<file path="config.mk">
export PLATFORM = sky130hd
export DESIGN_NAME = extclk_monitor
export DESIGN_NICKNAME = d
export VERILOG_FILES = /design/src/rtl/extclk_pkg.sv /design/src/rtl/extclk_sync.sv /design/src/rtl/extclk_window.sv /design/src/rtl/extclk_fsm.sv /design/src/rtl/extclk_route.sv /design/src/rtl/extclk_monitor.sv
export SDC_FILE = /design/constraint.sdc
export NUM_CORES = 1
export LEC_CHECK = 0
export ABC_AREA = 1
export BUFFER_PORTS_ARGS = -buffer_cell sky130_fd_sc_hd__buf_2
export CAP_MARGIN = 20
export CELL_PAD_IN_SITES_DETAIL_PLACEMENT = 0
export CELL_PAD_IN_SITES_GLOBAL_PLACEMENT = 1
export CORE_ASPECT_RATIO = 0.8
export CORE_MARGIN = 3
export CORE_UTILIZATION = 30
export CTS_CLUSTER_SIZE = 20
export DETAILED_ROUTE_END_ITERATION = 10
export PLACE_DENSITY_LB_ADDON = 0.12
export SYNTH_ARGS = -nofsm -noshare
export SYNTH_HDL_FRONTEND = slang
export SYNTH_HIERARCHICAL = 1
export SYNTH_SLANG_ARGS = --single-unit
</file>
<file path="constraint.sdc">
create_clock -name clk -period 1.7 [get_ports clk]
set_input_delay 0.51 -clock clk [delete_from_list [all_inputs] [get_ports clk]]
set_output_delay 0.51 -clock clk [all_outputs]
set_load 0.02 [all_outputs]
</file>
<file path="src/rtl/extclk_pkg.sv">
package extclk_pkg;

    typedef enum logic [1:0] {
        MON_IDLE    = 2'd0,
        MON_WATCH   = 2'd1,
        MON_FAIL    = 2'd2,
        MON_CONFIRM = 2'd3
    } mon_state_t;

    typedef struct packed {
        logic done;
        logic slow;
        logic fast;
    } win_verdict_t;

endpackage

</file>
<file path="src/rtl/extclk_sync.sv">
module extclk_sync #(
    parameter int STAGES = 2
) (
    input  logic clk,
    input  logic rst_n,
    input  logic async_in,
    output logic rise
);
    localparam int DEPTH = (STAGES < 2) ? 3 : STAGES + 1;

    logic [DEPTH-1:0] chain;

    always_ff @(posedge clk or negedge rst_n) begin
        if (!rst_n) begin
            chain <= '0;
        end else begin
            chain <= {chain[DEPTH-2:0], async_in};
        end
    end

    assign rise = chain[DEPTH-2] & ~chain[DEPTH-1];
endmodule

</file>
<file path="src/rtl/extclk_window.sv">
module extclk_window
    import extclk_pkg::*;
#(
    parameter int WIN_CYCLES = 64,
    parameter int MIN_EDGES  = 4,
    parameter int MAX_EDGES  = 12
) (
    input  logic         clk,
    input  logic         rst_n,
    input  logic         run,
    input  logic         restart,
    input  logic         edge_pulse,
    output win_verdict_t verdict
);
    localparam int CW = (WIN_CYCLES > 2) ? $clog2(WIN_CYCLES) : 1;
    localparam int EW = $clog2(MAX_EDGES + 2);
    localparam logic [CW-1:0] LAST_V = CW'(WIN_CYCLES - 1);
    localparam logic [EW-1:0] SAT_V  = EW'(MAX_EDGES + 1);
    localparam logic [EW-1:0] MIN_V  = EW'(MIN_EDGES);
    localparam logic [EW-1:0] MAX_V  = EW'(MAX_EDGES);

    logic [CW-1:0] win_cnt;
    logic [EW-1:0] edge_cnt;
    logic [EW-1:0] edge_nxt;
    logic          at_end;

    always_comb begin
        edge_nxt = edge_cnt;
        if (edge_pulse && (edge_cnt != SAT_V)) begin
            edge_nxt = edge_cnt + 1'b1;
        end
    end

    assign at_end = (win_cnt == LAST_V);

    always_ff @(posedge clk or negedge rst_n) begin
        if (!rst_n) begin
            win_cnt  <= '0;
            edge_cnt <= '0;
        end else if (restart || !run) begin
            win_cnt  <= '0;
            edge_cnt <= '0;
        end else if (at_end) begin
            win_cnt  <= '0;
            edge_cnt <= '0;
        end else begin
            win_cnt  <= win_cnt + 1'b1;
            edge_cnt <= edge_nxt;
        end
    end

    always_comb begin
        verdict.done = run && !restart && at_end;
        verdict.slow = (edge_nxt < MIN_V);
        verdict.fast = (edge_nxt > MAX_V);
    end
endmodule

</file>
<file path="src/rtl/extclk_fsm.sv">
module extclk_fsm
    import extclk_pkg::*;
(
    input  logic         clk,
    input  logic         rst_n,
    input  logic         mon_en,
    input  logic         stat_rd,
    input  win_verdict_t verdict,
    output logic         fail_active,
    output logic         win_restart,
    output logic         fail_stat
);
    mon_state_t state;
    mon_state_t state_nxt;
    logic       bad_window;
    logic       fail_set;

    assign bad_window = verdict.done && (verdict.slow || verdict.fast);

    always_comb begin
        state_nxt = state;
        if (!mon_en) begin
            state_nxt = MON_IDLE;
        end else begin
            unique case (state)
                MON_IDLE:    state_nxt = MON_WATCH;
                MON_WATCH:   if (bad_window) state_nxt = MON_FAIL;
                MON_FAIL:    if (stat_rd) state_nxt = MON_CONFIRM;
                MON_CONFIRM: begin
                    if (bad_window)        state_nxt = MON_FAIL;
                    else if (verdict.done) state_nxt = MON_WATCH;
                end
                default:     state_nxt = MON_IDLE;
            endcase
        end
    end

    assign fail_set = mon_en && bad_window &&
                      ((state == MON_WATCH) || (state == MON_CONFIRM));

    always_ff @(posedge clk or negedge rst_n) begin
        if (!rst_n) begin
            state     <= MON_IDLE;
            fail_stat <= 1'b0;
        end else begin
            state <= state_nxt;
            if (fail_set) begin
                fail_stat <= 1'b1;
            end else if (stat_rd) begin
                fail_stat <= 1'b0;
            end
        end
    end

    always_comb begin
        fail_active = 1'b0;
        win_restart = 1'b0;
        unique case (state)
            MON_IDLE:    win_restart = 1'b1;
            MON_WATCH:   ;
            MON_FAIL: begin
                fail_active = 1'b1;
                win_restart = stat_rd;
            end
            MON_CONFIRM: fail_active = 1'b1;
            default:     win_restart = 1'b1;
        endcase
    end
endmodule

</file>
<file path="src/rtl/extclk_route.sv">
module extclk_route #(
    parameter int N_CH = 2
) (
    input  logic            fail_active,
    input  logic            edge_pulse,
    input  logic [N_CH-1:0] on_bit,
    input  logic [N_CH-1:0] pwm_wave,
    output logic [N_CH-1:0] ch_out,
    output logic            ext_tick
);
    for (genvar g = 0; g < N_CH; g++) begin : g_ch
        assign ch_out[g] = fail_active ? on_bit[g] : pwm_wave[g];
    end

    assign ext_tick = edge_pulse & ~fail_active;
endmodule

</file>
<file path="src/rtl/extclk_monitor.sv">
module extclk_monitor
    import extclk_pkg::*;
#(
    parameter int N_CH        = 2,
    parameter int SYNC_STAGES = 2,
    parameter int WIN_CYCLES  = 64,
    parameter int MIN_EDGES   = 4,
    parameter int MAX_EDGES   = 12
) (
    input  logic            clk,
    input  logic            rst_n,
    input  logic            ext_clk,
    input  logic            ext_sel,
    input  logic            pwm_on,
    input  logic            stat_rd,
    input  logic [N_CH-1:0] on_bit,
    input  logic [N_CH-1:0] pwm_wave,
    output logic            ext_tick,
    output logic [N_CH-1:0] ch_out,
    output logic            fault_n,
    output logic            clk_fail_stat
);
    logic         mon_en;
    logic         edge_pulse;
    logic         fail_active;
    logic         win_restart;
    win_verdict_t verdict;

    assign mon_en = ext_sel & pwm_on;

    extclk_sync #(.STAGES(SYNC_STAGES)) u_sync (
        .clk      (clk),
        .rst_n    (rst_n),
        .async_in (ext_clk),
        .rise     (edge_pulse)
    );

    extclk_window #(
        .WIN_CYCLES (WIN_CYCLES),
        .MIN_EDGES  (MIN_EDGES),
        .MAX_EDGES  (MAX_EDGES)
    ) u_win (
        .clk        (clk),
        .rst_n      (rst_n),
        .run        (mon_en),
        .restart    (win_restart),
        .edge_pulse (edge_pulse),
        .verdict    (verdict)
    );

    extclk_fsm u_fsm (
        .clk         (clk),
        .rst_n       (rst_n),
        .mon_en      (mon_en),
        .stat_rd     (stat_rd),
        .verdict     (verdict),
        .fail_active (fail_active),
        .win_restart (win_restart),
        .fail_stat   (clk_fail_stat)
    );

    extclk_route #(.N_CH(N_CH)) u_route (
        .fail_active (fail_active),
        .edge_pulse  (edge_pulse),
        .on_bit      (on_bit),
        .pwm_wave    (pwm_wave),
        .ch_out      (ch_out),
        .ext_tick    (ext_tick)
    );

    assign fault_n = ~fail_active;
endmodule

</file>
# [After elaboration in Yosys (flattened, before gate mapping)]
# Cells that the tools add are included.
# Widths: inputs -> output; s select.
[classes] addsub=2 order_cmp=2 eq_ne=8 mux=17 bitwise_logic=5 reduce_logical=15
[op_table] op="$mux 4" n=3
[op_table] op="$mux 6" n=2
[op_table] op="$mux 2" n=5
[op_table] op="$ne 4x4->1 const B" n=2
[op_table] op="$pmux 2 s4" n=1
[op_table] op="$add 6x1->6 const B" n=1
[op_table] op="$eq 6x6->1 const B" n=1
[op_table] op="$logic_and 1x1->1" n=6
[op_table] op="$ne 3x3->1 const B" n=2
[op_table] op="$mux 1" n=5
[op_table] op="$add 4x1->4 const B" n=1
[op_table] op="$eq 2x2->1 const B" n=2
[op_table] op="$gt 4x4->1 const B" n=1
[op_table] op="$lt 4x3->1 const B" n=1
[op_table] op="$and 1x1->1" n=3
[op_table] op="$logic_or 1x1->1" n=3
[op_table] op="$reduce_and 3->1" n=1
[op_table] op="$eq 2x1->1 const B" n=1
[op_table] op="$logic_not 1->1" n=2
[op_table] op="$logic_not 2->1" n=1
[op_table] op="$not 1->1" n=2
[op_table] op="$pmux 1 s2" n=1
[op_table] op="$reduce_bool 2->1" n=1
[op_table] op="$reduce_or 2->1" n=1
[totals] regBits=16 out_inout_bits=5 elab_cells=54

# [Depth between registers and ports, before layout]
[depth] word_depth=10 mapped_depth=13 ltp_nobuf=13

# [By module]
# Netlist, hierarchy kept.
[modules_own_cells] module="extclk_window" n_inst=1 cells_each=74 area_per_inst_um2=565.5
[modules_own_cells] module="extclk_fsm" n_inst=1 cells_each=28 area_per_inst_um2=207.7
[modules_own_cells] module="extclk_sync" n_inst=1 cells_each=5 area_per_inst_um2=85.1
[modules_own_cells] module="extclk_route" n_inst=1 cells_each=9 area_per_inst_um2=33.8
[modules_own_cells] module="extclk_monitor" n_inst=1 cells_each=3 area_per_inst_um2=11.3

# [Worst setup path after synthesis]
# No wires, ideal clock.
[synth_path] path_kind="in2reg" start="input ext_sel" end="register u_fsm.state[0]" arrival_time_ns=1.497 required_time_ns=1.579 setup_slack_ns=0.082 path_stages=11 path_buffers=0 cell_sequence="nand2_1 inv_1 inv_1 nor2_1 inv_1 nor2_1 nand2_1 nand3_2 nand2_2 nand2_1 o21ai_2"
[synth_lines] element="start, declared" line="extclk_monitor.sv:13" rtl="input logic ext_sel,"
[synth_lines] element="end signal, assigned" line="extclk_fsm.sv:46" rtl="state <= state_nxt;"
[synth_lines] element="end, declared" line="extclk_fsm.sv:13" rtl="mon_state_t state;"

==> results.txt <==
Status: finished, final reports clean
Max Root-Sink Buffers: 2
Fill count: 292
Slew Limit Fails: 0
Hold Fails Final Rpt: 0
Critical Path RT: 1.84 ns
Sequential share of power: 47.4%
Maximum vdd drop: 0.533 mV
Post-synth cell types: 20
Register area: 402 µm²
DR vias: 839
Post-synth top area share: 44.3%
Worst Path Buf+Inv: 2
CP max stage cell: dfrtp_2
Initial antenna violation count: 0
Psw: 0.000198 W
Final period util: 99.3%
CP startpoint kind: register
Yosys reg bits: 16
Unrepaired setup endpoints after global routing: true
Global-route wire length before repair: 3020 µm
Most frequent cells in the layout: nand2_1, inv_1, dfrtp_1
Post-route cell area: 1260 µm²
Top cells by area, synth: dfrtp_1, nand2_1, inv_1
Die Area: 3710 µm²
GRT Overall Usage: 11.0%
Die X: 67.4 µm
Non-filler instance count after layout: 185
Crit path DAT: 1.83 ns
Vias in the first global route: 712
Clk_skew: 0.00860 ns
CTS tree: done
Die height: 55.1 µm
Worst skew pair latency: 0.25 ns
First-pass detailed-route iteration total: 4
Synthesis-to-layout area growth: 39.6%
Worst path cell trace: inv_2 -> ha_4 -> nand3_4 -> nand3_2 -> nand2_4 -> buf_4 -> a21oi_2 -> o21ai_4 -> a21oi_1 -> o21ai_2
Final wirelength: 2030 µm
DPL Wire Length: 1330 µm
Min Tclk post-route: 1.69 ns
Commonest non-fill, non-tap cell in the layout: nand2_1
Leak: 0.580 nW
Cell Area, Synth: 903 µm²
H-tree levels: 1
Vias/cell: 4.54
CTS root buf: clkbuf_8
DR iter-0 viols: 28
CTS buffer count: 3
CP delay by family, top: compound AO/OA/AOI/OAI gates
Antenna fix cells: 0
Share of layout cells above drive strength 1: 40.8%
Remaining global-route overflow: 0
WS Path Type: reg2reg
Initial Utilization: 32.2%
Slowest stage delay, CP: 0.44 ns
Routability cong.: 0.839
Syn. warnings: 6
Post-DP Area: 1060 µm²
Sink Count: 16
Int Power: 0.000633 W
Port buffer count: 14
Final setup viols: 0
Multi-input gate area: 518 µm²
Power per cell area: 659 nW/µm²
Crit path max fanout: 6
Pin count of the biggest net entering global routing: 17
Clock power share: 41.1%
Setup crit end kind: register
Antenna Nets Post-Route: 0
Worst-Margin Slew: 0.383 ns
I/O pin cnt: 15
Mapped Cells: 119
Syn nets: 132
Sequential share of the synthesized area: 44.3%
Row cnt: 17
Fmax: 0.593 GHz
Setup TNS: 0 ns
Residual DRC count: 0
Gate power share: 11.5%
Post-DR wirelength/cell: 11.0 µm
Avg Cell Area, Syn: 7.59 µm²
Switching share of power: 23.8%
Leading area contributor after synthesis: dfrtp_1
Inst Count DP: 176
Worst-path clk slew: 0.07 ns
Placeable Area: 2810 µm²
HP Class: in2async
MaxCap Viol Count: 0
Worst rel slew slack: 74.4%
Final #Nets: 161
worst reg2reg max path, stage by stage, from the launching register on:
cell and delay [ns]:
dfrtp_2 0.44, inv_2 0.08, ha_4 0.13, nand3_4 0.10, nand3_2 0.13, nand2_4 0.06, buf_4 0.13, a21oi_2 0.16
o21ai_4 0.08, a21oi_1 0.18, o21ai_2 0.08
cell usage after synthesis:
master,count
o22ai_1,1
ha_1,3
inv_2,1
nand2_2,5
o21ai_0,2
nor2_1,14
nand3_2,3
a21oi_1,7
nor2_2,2
clkbuf_1,1
o21ai_4,1
nand2_1,31
o21ai_2,1
or2_2,1
inv_1,18
dfrtp_1,16
o21ai_1,1
nand3b_1,1
nand4_1,2
nand3_1,8
what timing repair did:
action / in CTS / in global routing
gates resized for setup: 5 / 20
hold buffers: 0 / 0
cloned: 0 / 0
setup endpoints to repair: 3 / 4
pin swaps: 3 / 8
buffers inserted: 0 / 5
cell families (layout without fill, tap and decap cells):
family,after synthesis,count (layout),synth area share (%)
AO/OA/AOI/OAI,13,13,9.00
AND/OR/NAND/NOR,67,67,34.2
buffers and inverters,20,48,8.31
adder cells (fa/ha/maj),3,3,4.16
flip-flops,16,16,44.3
per-stage QoR:
stage | hold WS [ns] | total power (W) | setup WS (ns) | utilization [%]
5_1_grt | 0.189 | 0.000867 | -0.113 | 44.9
3_5_place_dp | 0.336 | 0.000482 | -0.0791 | 37.8
3_3_place_gp | 0.332 | 0.000482 | -0.0405 | 37.8
6_report | 0.168 | 0.000831 | 0.0125 | 44.9
2_1_floorplan | 0.214 | 0.000444 | 0.0818 | -
4_1_cts | 0.179 | 0.000831 | 0.00465 | 40.5
power groups by stage:
stage	clock [W]	combinational [W]	sequential, W
6_report	0.000341	0.0000956	0.000394
5_1_grt	0.000366	0.000106	0.000395
4_1_cts	0.000354	0.0000840	0.000394
3_5_place_dp	0	0.0000814	0.000401
3_3_place_gp	0	0.0000820	0.000400
2_1_floorplan	0	0.0000436	0.000400
final cells by class:
cell class                      count  share of cell area [%]
Multi-Input combinational cell     83                    41.1
Timing Repair Buffer               25                    13.3
Tap cell                           38                    3.77
Clock buffer                        4                    4.37
Inverter                           19                    5.65
Sequential cell                    16                    31.8
per-layer routing:
layer / track usage [%] / share of wire, %
met1: 14.9 / 46
met2: 16.8 / 46
met3: 3.84 / 5.4
met4: 3.03 / 2.1
met5: 0 / 0
worst paths after layout:
check                                                 start                     endpoint  slack [ns]  cells past startpoint
worst max register to register  u_win/edge_cnt[1]$_DFF_PN0_   u_fsm/state[0]$_DFFE_PN0P_        0.01                     10
worst min register to register    u_sync/chain[0]$_DFF_PN0_    u_sync/chain[1]$_DFF_PN0_        0.35                      0
worst max-delay path            u_win/edge_cnt[1]$_DFF_PN0_   u_fsm/state[0]$_DFFE_PN0P_        0.01                     10
min in group clk                  u_sync/chain[0]$_DFF_PN0_    u_sync/chain[1]$_DFF_PN0_        0.35                      0
worst min-delay path                                  rst_n  u_fsm/fail_stat$_DFFE_PN0P_        0.17                      1
max in group asynchronous                             rst_n  u_win/edge_cnt[1]$_DFF_PN0_        1.23                      1
state kept, by name (all words and copies together) (netlist names):
| name | cells |
|---|---|
| u_fsm/fail_stat | 1 |
| u_fsm/state | 2 |
| u_sync/chain | 3 |
| u_win/edge_cnt | 4 |
| u_win/win_cnt | 6 |
(Power assumes the default switching activity.)
